$ cat src/rtl/adcq_pkg.sv
package adcq_pkg;
  typedef struct packed {
    logic loadTx;         // begin a frame: load control word, clear receiver
    logic sclkRise;       // sample miso
    logic sclkFall;       // advance control word
    logic captureResult;  // store received sample
  } adcqStrobe_t;

  localparam logic [7:0] ID_VALUE = 8'h97;
endpackage

$ cat src/rtl/adcq_ctrl.sv
module adcq_ctrl
  import adcq_pkg::*;
#(
  parameter int DIV        = 12,
  parameter int QUIET      = 65,
  parameter int FRAME_BITS = 16
) (
  input  logic        clk,
  input  logic        rstN,
  input  logic        wrCmd,
  input  logic        singleMode,
  output adcqStrobe_t strobe,
  output logic        busy,
  output logic        sclk,
  output logic        csN
);
  localparam int DIV_W = (DIV > 1) ? $clog2(DIV) : 1;
  localparam int Q_W   = (QUIET > 1) ? $clog2(QUIET) : 1;
  localparam int BIT_W = $clog2(FRAME_BITS);

  typedef enum logic [1:0] {S_IDLE, S_LOAD, S_SHIFT, S_QUIET} state_t;

  state_t             state;
  logic [DIV_W-1:0]   divCnt;
  logic [Q_W-1:0]     qCnt;
  logic [BIT_W-1:0]   bitCnt;
  logic               sclkR;
  logic               pending;
  logic               secondLeft;
  logic               fresh;

  logic tick, qEnd;
  assign tick = (divCnt == DIV_W'(DIV - 1));
  assign qEnd = (state == S_QUIET) && (qCnt == Q_W'(QUIET - 1));

  always_comb begin
    strobe.loadTx        = (state == S_LOAD);
    strobe.sclkRise      = (state == S_SHIFT) && tick && !sclkR;
    strobe.sclkFall      = (state == S_SHIFT) && tick && sclkR;
    strobe.captureResult = qEnd && !pending && !wrCmd && !secondLeft;
  end

  assign sclk = sclkR;
  assign csN  = (state != S_SHIFT);

  always_ff @(posedge clk or negedge rstN) begin
    if (!rstN) begin
      state      <= S_IDLE;
      divCnt     <= '0;
      qCnt       <= '0;
      bitCnt     <= '0;
      sclkR      <= 1'b0;
      pending    <= 1'b0;
      secondLeft <= 1'b0;
      fresh      <= 1'b0;
      busy       <= 1'b0;
    end else begin
      if (wrCmd && state != S_IDLE && !qEnd) pending <= 1'b1;
      case (state)
        S_IDLE: begin
          if (wrCmd) begin
            state <= S_LOAD;
            busy  <= 1'b1;
            fresh <= 1'b1;
          end
        end
        S_LOAD: begin
          state  <= S_SHIFT;
          divCnt <= '0;
          bitCnt <= '0;
          sclkR  <= 1'b0;
          if (fresh) begin
            secondLeft <= !singleMode;
            fresh      <= 1'b0;
          end
        end
        S_SHIFT: begin
          if (tick) begin
            divCnt <= '0;
            sclkR  <= ~sclkR;
            if (sclkR) begin
              bitCnt <= bitCnt + 1'b1;
              if (bitCnt == BIT_W'(FRAME_BITS - 1)) begin
                state <= S_QUIET;
                qCnt  <= '0;
              end
            end
          end else begin
            divCnt <= divCnt + 1'b1;
          end
        end
        S_QUIET: begin
          if (qEnd) begin
            if (pending || wrCmd) begin
              state   <= S_LOAD;
              fresh   <= 1'b1;
              pending <= 1'b0;
            end else if (secondLeft) begin
              state      <= S_LOAD;
              secondLeft <= 1'b0;
            end else begin
              state <= S_IDLE;
              busy  <= 1'b0;
            end
          end else begin
            qCnt <= qCnt + 1'b1;
          end
        end
        default: state <= S_IDLE;
      endcase
    end
  end

  // Checker counter: serial clock pulses seen in the current frame.
  logic [BIT_W:0] fallCnt;
  always_ff @(posedge clk or negedge rstN) begin
    if (!rstN)                fallCnt <= '0;
    else if (strobe.loadTx)   fallCnt <= '0;
    else if (strobe.sclkFall) fallCnt <= fallCnt + 1'b1;
  end

  p_sclk_idle_r5: assert property (@(posedge clk) disable iff (!rstN)
    csN |-> !sclk);
  p_frame_bits_r5: assert property (@(posedge clk) disable iff (!rstN)
    $rose(csN) |-> (fallCnt == (BIT_W+1)'(FRAME_BITS)));
  p_start_busy_r3: assert property (@(posedge clk) disable iff (!rstN)
    wrCmd |=> busy);
  p_ready_hold_r3: assert property (@(posedge clk) disable iff (!rstN)
    (!busy && !wrCmd) |=> !busy);
  p_capture_done_r6: assert property (@(posedge clk) disable iff (!rstN)
    strobe.captureResult |=> !busy);
endmodule

$ cat src/rtl/adcq_datapath.sv
module adcq_datapath
  import adcq_pkg::*;
#(
  parameter int DATA_W     = 12,
  parameter int FRAME_BITS = 16,
  parameter int CHAN_W     = 3,
  parameter int CHAN_MSB   = 13
) (
  input  logic        clk,
  input  logic        rstN,
  input  adcqStrobe_t strobe,
  input  logic        wrCmd,
  input  logic        busy,
  input  logic [2:0]  hostAddr,
  input  logic [7:0]  hostWrData,
  output logic [7:0]  hostRdData,
  output logic        singleMode,
  output logic        mosi,
  input  logic        miso
);
  localparam int CHAN_LSB = CHAN_MSB - CHAN_W + 1;
  localparam int PAD_W    = 16;

  logic [7:0]            cmdReg;
  logic [FRAME_BITS-1:0] txShift;
  logic [DATA_W-1:0]     rxShift;
  logic [DATA_W-1:0]     result;
  logic [PAD_W-1:0]      resultPad;

  assign singleMode = cmdReg[4];
  assign mosi       = txShift[FRAME_BITS-1];
  assign resultPad  = PAD_W'(result);

  always_ff @(posedge clk or negedge rstN) begin
    if (!rstN) begin
      cmdReg  <= '0;
      txShift <= '0;
      rxShift <= '0;
      result  <= '0;
    end else begin
      if (wrCmd) cmdReg <= hostWrData & 8'h7F;
      if (strobe.loadTx) begin
        txShift <= FRAME_BITS'(cmdReg[CHAN_W-1:0]) << CHAN_LSB;
        rxShift <= '0;
      end else begin
        if (strobe.sclkFall) txShift <= txShift << 1;
        if (strobe.sclkRise) rxShift <= {rxShift[DATA_W-2:0], miso};
      end
      if (strobe.captureResult) result <= rxShift;
    end
  end

  always_comb begin
    case (hostAddr)
      3'd0:    hostRdData = {~busy, 7'b0} | cmdReg;
      3'd1:    hostRdData = ID_VALUE;
      3'd2:    hostRdData = resultPad[7:0];
      3'd3:    hostRdData = {4'b0, resultPad[11:8]};
      default: hostRdData = '0;
    endcase
  end

  p_tx_msb_zero_r5: assert property (@(posedge clk) disable iff (!rstN)
    strobe.loadTx |=> !mosi);
  p_result_quiet_r4: assert property (@(posedge clk) disable iff (!rstN)
    (busy && !strobe.captureResult) |=> $stable(result));
endmodule

$ cat src/rtl/adcq_top.sv
module adcq_top
  import adcq_pkg::*;
#(
  parameter int DIV        = 12,
  parameter int QUIET      = 65,
  parameter int FRAME_BITS = 16,
  parameter int DATA_W     = 12
) (
  input  logic       clk,
  input  logic       rstN,
  input  logic [2:0] hostAddr,
  input  logic [7:0] hostWrData,
  input  logic       hostWr,
  output logic [7:0] hostRdData,
  output logic       sclk,
  output logic       csN,
  output logic       mosi,
  input  logic       miso
);
  adcqStrobe_t strobe;
  logic wrCmd, busy, singleMode;

  assign wrCmd = hostWr && (hostAddr == 3'd0);

  adcq_ctrl #(.DIV(DIV), .QUIET(QUIET), .FRAME_BITS(FRAME_BITS)) uCtrl (
    .clk(clk), .rstN(rstN), .wrCmd(wrCmd), .singleMode(singleMode),
    .strobe(strobe), .busy(busy), .sclk(sclk), .csN(csN)
  );

  adcq_datapath #(.DATA_W(DATA_W), .FRAME_BITS(FRAME_BITS), .CHAN_W(3), .CHAN_MSB(13)) uData (
    .clk(clk), .rstN(rstN), .strobe(strobe), .wrCmd(wrCmd), .busy(busy),
    .hostAddr(hostAddr), .hostWrData(hostWrData), .hostRdData(hostRdData),
    .singleMode(singleMode), .mosi(mosi), .miso(miso)
  );
endmodule

$ cat config.mk
export PLATFORM = sky130hd
export DESIGN_NAME = adcq_top
export DESIGN_NICKNAME = d
export VERILOG_FILES = /design/src/rtl/adcq_pkg.sv /design/src/rtl/adcq_ctrl.sv /design/src/rtl/adcq_datapath.sv /design/src/rtl/adcq_top.sv
export SDC_FILE = /design/constraint.sdc
export NUM_CORES = 1
export LEC_CHECK = 0
export BUFFER_PORTS_ARGS = -buffer_cell sky130_fd_sc_hd__buf_2
export CORE_UTILIZATION = 50
export DETAILED_ROUTE_END_ITERATION = 8
export GPL_TIMING_DRIVEN = 0
export PLACE_DENSITY = 0.7
export SLEW_MARGIN = 20
export SYNTH_ARGS = -nofsm -noshare
export SYNTH_HDL_FRONTEND = slang
export SYNTH_SLANG_ARGS = --single-unit
$ cat constraint.sdc
create_clock -name clk -period 2.7 [get_ports clk]
set_input_delay 0.135 -clock clk [delete_from_list [all_inputs] [get_ports clk]]
set_output_delay 0.135 -clock clk [all_outputs]
set_load 0.005 [all_outputs]
# Word level (Yosys, flattened, before mapping)
# Cells that the tools add are included.
[op_classes] n_eq_ne=20 bitwise_logic=3 reduce_logical=34 n_mux=41 addsub=3
[op_table] op="$mux W16" count=2
[op_table] op="$pmux W8 S4" count=1
[op_table] op="$mux W7" count=4
[op_table] op="$mux W12" count=2
[op_table] op="$pmux W4 S2" count=2
[op_table] op="$mux W1" count=15
[op_table] op="$reduce_and A5 Y1" count=3
[op_table] op="$pmux W7 S2" count=1
[op_table] op="$reduce_bool A2 Y1" count=7
[op_table] op="$mux W2" count=6
[op_table] op="$mux W4" count=3
[op_table] op="$ne A2 B2 Y1 const B" count=6
[op_table] op="$logic_and A1 B1 Y1" count=10
[op_table] op="$ne A2 B1 Y1 const B" count=5
[op_table] op="$add A4 B1 Y4 const B" count=2
[op_table] op="$eq A4 B4 Y1 const B" count=2
[op_table] op="$or A8 B7 Y8" count=1
[op_table] op="$pmux W2 S4" count=1
[op_table] op="$reduce_and A4 Y1" count=2
[op_table] op="$add A7 B1 Y7 const B" count=1
[op_table] op="$eq A7 B7 Y1 const B" count=1
[op_table] op="$eq A3 B2 Y1 const B" count=2
[op_table] op="$logic_not A1 Y1" count=6
[op_table] op="$pmux W1 S2" count=3
[op_table] op="11 further kinds" count=13
[totals] regBits=69 out_inout_bits=11 input_bits=15 word_cells=114

# Longest topological paths before layout
# Gate-level depths: netlist of the first run.
[depth] word_depth=8 mapped_depth=7

# Hierarchy
# From an unflattened synthesis of the first run, not the netlist that was laid out.
[unflattened] cells_unflattened=269 area_unflattened_um2=2950.3
[by_module_without_submodules] module="adcq_datapath" cells_each=124 n_inst=1 seq_area_each_um2=900.9 area_each_um2=1571.5
[by_module_without_submodules] module="adcq_ctrl" cells_each=144 n_inst=1 seq_area_each_um2=550.5 area_each_um2=1363.8
[by_module_without_submodules] module="adcq_top" cells_each=1 n_inst=1 seq_area_each_um2=0.0 area_each_um2=15.0

# Least setup slack after synthesis of the first run
# No wires, ideal clock.
[synth_path] path_type="reg2reg" start="reg uCtrl.state[0]" end="reg uData.rxShift[10]" path_slack_ps=889 arrival_time_ps=1679 stages_incl_launch_ff=8 cell_sequence="dfrtp_1 > inv_1 > ha_1 > nand4b_1 > nor2_1 > buf_2 > mux2i_1 > nor2_1"
[synth_between] elab_chain_cells=4 word_cells_on_any_way=6 cone_classes="2 x eq/ne; 1 x mux; 3 x reduce/logical"
[synth_rtl] element="start: declaration" line_no="adcq_ctrl.sv:23" rtl="state_t state;"
[synth_rtl] element="start signal: assignment" line_no="adcq_ctrl.sv:48" rtl="state <= S_IDLE;"
[synth_rtl] element="start signal: assignment" line_no="adcq_ctrl.sv:62" rtl="state <= S_LOAD;"
[synth_rtl] element="start signal: assignment" line_no="adcq_ctrl.sv:68" rtl="state <= S_SHIFT;"
[synth_rtl] element="$eq A2 B2 Y1" line_no="adcq_ctrl.sv:38" rtl="strobe.sclkRise = (state == S_SHIFT) && tick && !sclkR;"
[synth_rtl] element="$logic_and A1 B1 Y1 (2 in series)" line_no="adcq_ctrl.sv:38"
[synth_rtl] element="$reduce_bool A2 Y1 (no source line)"
[synth_rtl] element="end signal: assignment" line_no="adcq_datapath.sv:47" rtl="if (strobe.sclkRise) rxShift <= {rxShift[DATA_W-2:0], miso};"
[synth_rtl] element="end: declaration" line_no="adcq_datapath.sv:26" rtl="logic [DATA_W-1:0] rxShift;"
# Several ways; a longest one is shown, not always the timed one.
# A chain may end at the register's enable or synchronous reset.

# Worst setup path in the final report of the first run
[layout_path] start="reg uCtrl.state[0]" end="reg uData.rxShift[7]"
# The elaborated chain is that of the path after synthesis.

==> results.md, run 1 <==
- Fin. max-slew vios: 0
- FILL cells: around 490
- Vias in the first global route: between 2k and 2.5k
- Post-Route Setup TNS: 0 ns
- Post-DP Area: roughly 3200 µm²
- First drt pass iteration count: 4
- Worst Skew: between 0.008 and 0.009 ns
- Worst path cell trace: inv_1 -> ha_1 -> nand4b_1 -> nor2_1 -> buf_2 -> mux2i_1 -> nor2_1
- Crit start category: flop
- Initial DRC Count: between 100 and 150
- Post-CTS Setup Inserts: 0
- Residual DRC: 0
- Initial antenna violation count: 0
- Post-route ant nets: 0
- Diode count: 0
- Avg Cell Area, Syn: between 10 and 15 µm²
- Final net count: roughly 340
- Crit-path leading delay family: simple AND/OR/NAND/NOR gates
- Element type at the critical path end: flop
- YS warnings: 0
- Area grow syn2layout: 13.9%
- Post-Route WL: a little over 6000 µm
- #FFs+latches synth: 58
- Gpl congestion: ~0.77
- Crit-path slowest cell: dfrtp_1
- Fin Hold WS: about 0.022 ns
- DR WL/cell: 15.7 µm
- All-Layer GR Usage: 0.224
- CTS Root Cell: clkbuf_8
- Vias per cell: 5.71
- Sequential area share after synthesis: 0.479
- Clock buffer count from CTS: 9
- Worst r2r src: uCtrl.state[0]
- First-pass GRT wire length: 10,600 µm
- Number of max-cap violations: 0
- Yosys cell types: 53
- Largest net degree at the start of global routing: 59
- Placement Rows: 27
- CTS resizes: 0
- Setup violators final: 0
- Max_slew headroom: 0.510
- Period minus WS final: between 2 and 2.5 ns
- Critical path depth: 7
- Ys async rst share: 1.00
- Reg2reg path depth: 7
- Share of cells above drive strength 1: 0.224
- Final Core Density: 0.608
- Port buffer count: 23
- WP data arrival: between 2 and 2.5 ns
- Io pins: 26
- Post-route cell area: 3450 µm²
- Setup CP Type: flop to flop
- Post-Syn Instances: roughly 280
- Power Density: between 800 and 900 nW/µm²
- Netlist Area Pre-Place: 3030 µm²
- Die height: roughly 80 µm
- LEAKAGE: roughly 1.6 nW
- Overflow after GRT: 0
- Post-synth EDFFs: 0
- Critical path origin: uCtrl.state[0]
- CP endpoint: uData.rxShift[7]
- HPWL Detailed: between 4000 and 5000 µm
- Reg2Reg Setup Slack: approximately 0.50 ns
- Required time worst endpoint: 2.91 ns
- Clock Path Buffers: 2
- Max Fclk: 0.455 GHz
- Final hold viol count: 0
- Syn nets: about 300
- Clk sink count: between 50 and 60
- Core Box Area: between 5000 and 6000 µm²
- Max H-tree Level: 3
- Reg2reg end: uData.rxShift[7]
- Die X-Extent: around 80 µm
- Via count: approximately 2.2k
- CTS tree: done
- Peak VDD IR: around 0.4 mV
- Tightest Pin Transition: between 0.7 and 0.8 ns
- Most common cell after layout, fill and taps aside: dfrtp_1
- Max stage delay on crit path: ~0.42 ns
- Die Area: approximately 6400 µm²
- Clk slew on worst S/H paths: 0.07 ns
- Status: complete, no violations
- Ys flop type: dfrtp_1
- Worst skew pair latency: approximately 0.34 ns
- CTS Hold Bufs: 1
- Max FO, Critical Path: 10
- Most frequent cells in the layout: dfrtp_1, buf_2, nor2_1
- RSZ-0062 raised after global routing: no
- Hold WC Path Type: input port to flop
- Initial Util: 0.534
- CP bufs+invs: 2
- Cell mode on critical path: nor2_1
- Final worst-path cycle share: 0.814
report_power, final:
group | total, mW | switching (mW) | internal, mW
Sequential | 1.11 | 0.115 | 0.996
Combinational | 0.867 | 0.541 | 0.326
Clock | 0.816 | 0.366 | 0.450
Total | 2.79 | 1.02 | 1.77
state kept, by name, indices dropped and copies added (netlist names):
register          count
uData.result         12
uData.rxShift        12
uCtrl.qCnt            7
uData.cmdReg          7
uData.txShift         5
uCtrl.bitCnt          4
uCtrl.divCnt          4
uCtrl.state           2
uCtrl.busy            1
uCtrl.fresh           1
uCtrl.pending         1
uCtrl.sclk            1
uCtrl.secondLeft      1
layer usage:
metal	vias up	global-route usage	wire length (µm)
met5	-	0	0
met2	35	0.326	2730
met1	1101	0.315	3190
met4	0	0.113	110
li1	1102	-	-
met3	10	0.0457	142
kinds of logic after synthesis:
kind of cell	count (synthesis)	synth area share
flip-flops	58	0.479
buffers and inverters	30	0.0417
adder cells (fa/ha/maj)	9	0.0371
AND/OR/NAND/NOR	80	0.141
multiplexers	42	0.161
AO/OA/AOI/OAI	60	0.132
XOR/XNOR	3	0.00867
synthesized netlist by cell type, drive strengths merged, types with 2 or more instances:
library cell,count,area [µm²]
a21oi,15,75.1
a22oi,2,15.0
a311o,2,20.0
a32o,2,20.0
buf,8,43.8
clkbuf,6,22.5
dfrtp,58,1450
ha,9,113
inv,16,60.1
mux2,24,308
mux2i,18,180
nand2,17,63.8
nand3,11,67.6
nand4,3,18.8
nor2,27,118
nor2b,2,12.5
nor3,6,30.0
nor4b,3,32.5
o211ai,2,15.0
o21ai,15,75.1
o22ai,5,31.3
o311ai,2,17.5
o31ai,3,22.5
o41ai,2,17.5
or4,3,26.3
xnor2,3,26.3
final cells by class:
type	instances	area [µm²]	area share
flip-flops and latches	58	1450	0.420
repair buffers	24	128	0.0370
clock inverters	6	66.3	0.0192
well taps	72	90.1	0.0261
clock buffers	10	138	0.0399
multi-input cells	194	1450	0.421
inverters	16	60.1	0.0174
plain buffers	14	66.3	0.0192
worst reg2reg max path: cells and delay by family, from the launching register on:
| family | cells | cell delay, ns |
|---|---|---|
| and+or+nand+nor | 3 | 0.66 |
| buffers and inverters | 2 | 0.50 |
| DFF | 1 | 0.42 |
| adders and majority gates | 1 | 0.27 |
| muxes | 1 | 0.23 |
worst min-delay path by stage:
stage / startpoint / end / slack, ns / cells past startpoint
finish: hostWrData[0] / uData.cmdReg[0] / 0.02 / 2
global route: hostWrData[0] / uData.cmdReg[0] / 0.01 / 2
CTS: hostWrData[0] / uData.cmdReg[0] / 0.01 / 2
detailed placement: rstN / uCtrl.divCnt[1] / 0.25 / 1
global placement: hostWrData[2] / uData.cmdReg[2] / 0.37 / 2
floorplan: rstN / uCtrl.bitCnt[0] / -0.16 / 0
metrics by stage:
step | instances | setup slack [ns] | power (mW)
2_1_floorplan | 282 | 0.889 | 1.74
3_3_place_gp | 377 | 0.530 | 1.95
3_5_place_dp | 377 | 0.509 | 1.99
4_1_cts | 394 | 0.496 | 2.81
5_1_grt | 394 | 0.345 | 2.98
6_report | 394 | 0.501 | 2.79
Power figures use the tool's default switching activity.
==> run 2, diff against run 1 <==
Settings changed: ABC_AREA from default to 1, PLACE_DENSITY 0.7 to 0.72.
Clock period 2.7 ns to 1.9 ns, I/O delays scaled along.
==> run 2 against run 1 <==
Register-to-register slack lost 0.33 ns. First-iteration DRC count is 25% higher. Area after synthesis decreased by 3.0%. Final area decreased by 0.62%. Critical path depth increased by 1. Non-clock buffer count rose by 2. Largest cell class is now registers. Utilization up 0.72 points.
==> results.md, run 2 <==
- CTS resizes: 0
- Share of cells above drive strength 1: 0.192
- Die Area: 6190 µm²
- Post-Route WL: 5840 µm
- Initial Util: 0.528
- Placement Rows: 27
- Diode count: 0
- CTS Hold Bufs: 8
- Setup CP Type: flop to flop
- Worst Skew: between 0.008 and 0.009 ns
- Area grow syn2layout: 16.7%
- Initial antenna violation count: 0
- Port buffer count: 24
- WP data arrival: about 2.0 ns
- LEAKAGE: about 1.7 nW
- Most common cell after layout, fill and taps aside: nand2_1
- All-Layer GR Usage: 0.218
- Io pins: 26
- Post-synth top area cell: dfrtp_1
- Die height: ~80 µm
- Status: complete, no violations
- Most frequent cells in the layout: nand2_1, dfrtp_1, inv_1
- Post-CTS Setup Inserts: 0
- Tightest Pin Transition: 0.710 ns
- Sequential area share after synthesis: 0.493
- Synth top area share: 0.493
- First drt pass iteration count: 4
- Required time worst endpoint: between 2 and 2.5 ns
- Final worst-path cycle share: 0.912
- Crit start category: flop
- HPWL Detailed: 4100 µm
- Ys flop type: dfrtp_1
- Final net count: ~400
- Clk sink count: a little under 60
- Clk slew on worst S/H paths: approximately 0.070 ns
- Worst skew pair latency: 0.33 ns
- FILL cells: roughly 490
- Max Fclk: 0.577 GHz
- Peak VDD IR: 0.513 mV
- Biggest regs: uData.result (12), uData.rxShift (12)
- Avg Cell Area, Syn: about 8.7 µm²
- Core Box Area: 5570 µm²
- Post-synth EDFFs: 0
- RSZ-0062 raised after global routing: no
- Largest net degree at the start of global routing: 59
- CTS tree: done
- First-pass GRT wire length: between 10,000 and 15,000 µm
- DR WL/cell: approximately 13 µm
- Max_slew headroom: 0.526
- Period minus WS final: ~1.7 ns
- Power Density: around 750 nW/µm²
- Ys async rst share: 1.00
- Clock Path Buffers: 2
- Residual DRC: 0
- Final hold viol count: 0
- Via count: 2,303
- Hold WC Path Type: input port to flop
- Fin Hold WS: between 0.02 and 0.025 ns
- #FFs+latches synth: a little under 60
- Max H-tree Level: 3
- Netlist Area Pre-Place: 2940 µm²
- Yosys cell types: 29
- Setup violators final: 0
- YS warnings: 0
- Vias per cell: about 5.0
- Most common cell in the netlist: nand2_1
- Gpl congestion: approximately 0.75
- Max FO, Critical Path: 7
- Post-Syn Instances: between 300 and 400
- Die X-Extent: roughly 79 µm
- Overflow after GRT: 0
- Synth top cells by count: nand2_1, dfrtp_1, inv_1, o21ai_0, nand3_1
- Syn nets: 361
- Fin. max-slew vios: 0
- Number of max-cap violations: 0
- Clock buffer count from CTS: 9
- Vias in the first global route: 2,244
- Initial DRC Count: about 140
- Post-Route Setup TNS: 0 ns
- Synth top area cells: dfrtp_1, nand2_1, o21ai_0
- Post-route ant nets: 0
- Reg2Reg Setup Slack: about 0.17 ns
- Element type at the critical path end: flop
- CTS Root Cell: clkbuf_8
==> run 2: changes by cell type in the layout (fill, tap and decap cells not counted), sizes merged, moves of 6 or more <==
cell / before / now
o21ai: 15 / 48
mux2i: 18 / 0
nor3: 6 / 0
inv: 16 / 40
nand2: 17 / 88
nand3: 11 / 31
dlygate4sd3: 1 / 8
a21oi: 15 / 2
o211ai: 2 / 8
mux2: 24 / 0
==> run 2: worst paths after layout <==
path                       cells after the start       startpoint                to
hold / removal                                 3             miso  uData.rxShift[0]
min in group asynchronous                      2             rstN     uCtrl.qCnt[2]
setup / recovery                               8   uCtrl.state[0]     uCtrl.qCnt[3]
setup reg to reg                               8   uCtrl.state[0]     uCtrl.qCnt[3]
hold reg to reg                                2  uData.result[9]   uData.result[9]
max in group asynchronous                      2             rstN   uCtrl.bitCnt[1]
==> run 2: logic make-up (layout without fill, tap and decap cells) <==
family	after synthesis	in the layout	share of synthesized area
flip-flops	58	58	0.493
adder cells (fa/ha/maj)	9	9	0.0383
AO/OA/AOI/OAI	59	59	0.128
XOR/XNOR	8	8	0.0238
AND/OR/NAND/NOR	155	155	0.244
buffers and inverters	48	96	0.0719
==> run 2: cell type report <==
| class | count | area [µm²] | share of cell area |
|---|---|---|---|
| buffer | 8 | 61.3 | 0.0179 |
| clock buffer | 14 | 163 | 0.0474 |
| clock inverter | 2 | 35.0 | 0.0102 |
| inverter | 40 | 150 | 0.0437 |
| multi-input combinational | 231 | 1280 | 0.373 |
| sequential | 58 | 1450 | 0.423 |
| tap | 72 | 90.1 | 0.0262 |
| timing repair buffer | 32 | 203 | 0.0591 |
==> run 2: where the power goes <==
group	switching (mW)	internal (mW)	total [mW]
clock	0.466	0.677	1.14
sequential	0.00944	1.27	1.28
combinational	0.0883	0.0487	0.137
==> run 2: worst max-delay path, cell delays in order (launching register included) <==
cell and delay [ns]:
dfrtp_1 0.43, inv_1 0.12, ha_1 0.33, inv_1 0.22, a21oi_4 0.24, nor2_2 0.08, nand2_2 0.11, nand2_1 0.08
nand2_1 0.07
==> run 2: metal layers <==
| layer | global-route usage | up-vias | share of wire |
|---|---|---|---|
| met5 | 0 | - | 0 |
| met4 | 0.111 | 0 | 0.018 |
| met3 | 0.0391 | 12 | 0.030 |
| met2 | 0.320 | 45 | 0.45 |
| met1 | 0.307 | 1073 | 0.50 |
| li1 | - | 1173 | - |
==> run 2: through the flow <==
stage / total power [mW] / instances / util / area [µm²] / worst slack [ns]
after global placement: 1.42 / 433 / 0.565 / 3150 / 0.202
after CTS: 2.58 / 457 / 0.616 / 3430 / 0.168
after global routing: 2.65 / 457 / 0.616 / 3430 / 0.0186
after detailed placement: 1.43 / 433 / 0.566 / 3150 / 0.195
after floorplan: 1.35 / 337 / - / 2940 / 0.462
final: 2.56 / 457 / 0.616 / 3430 / 0.166
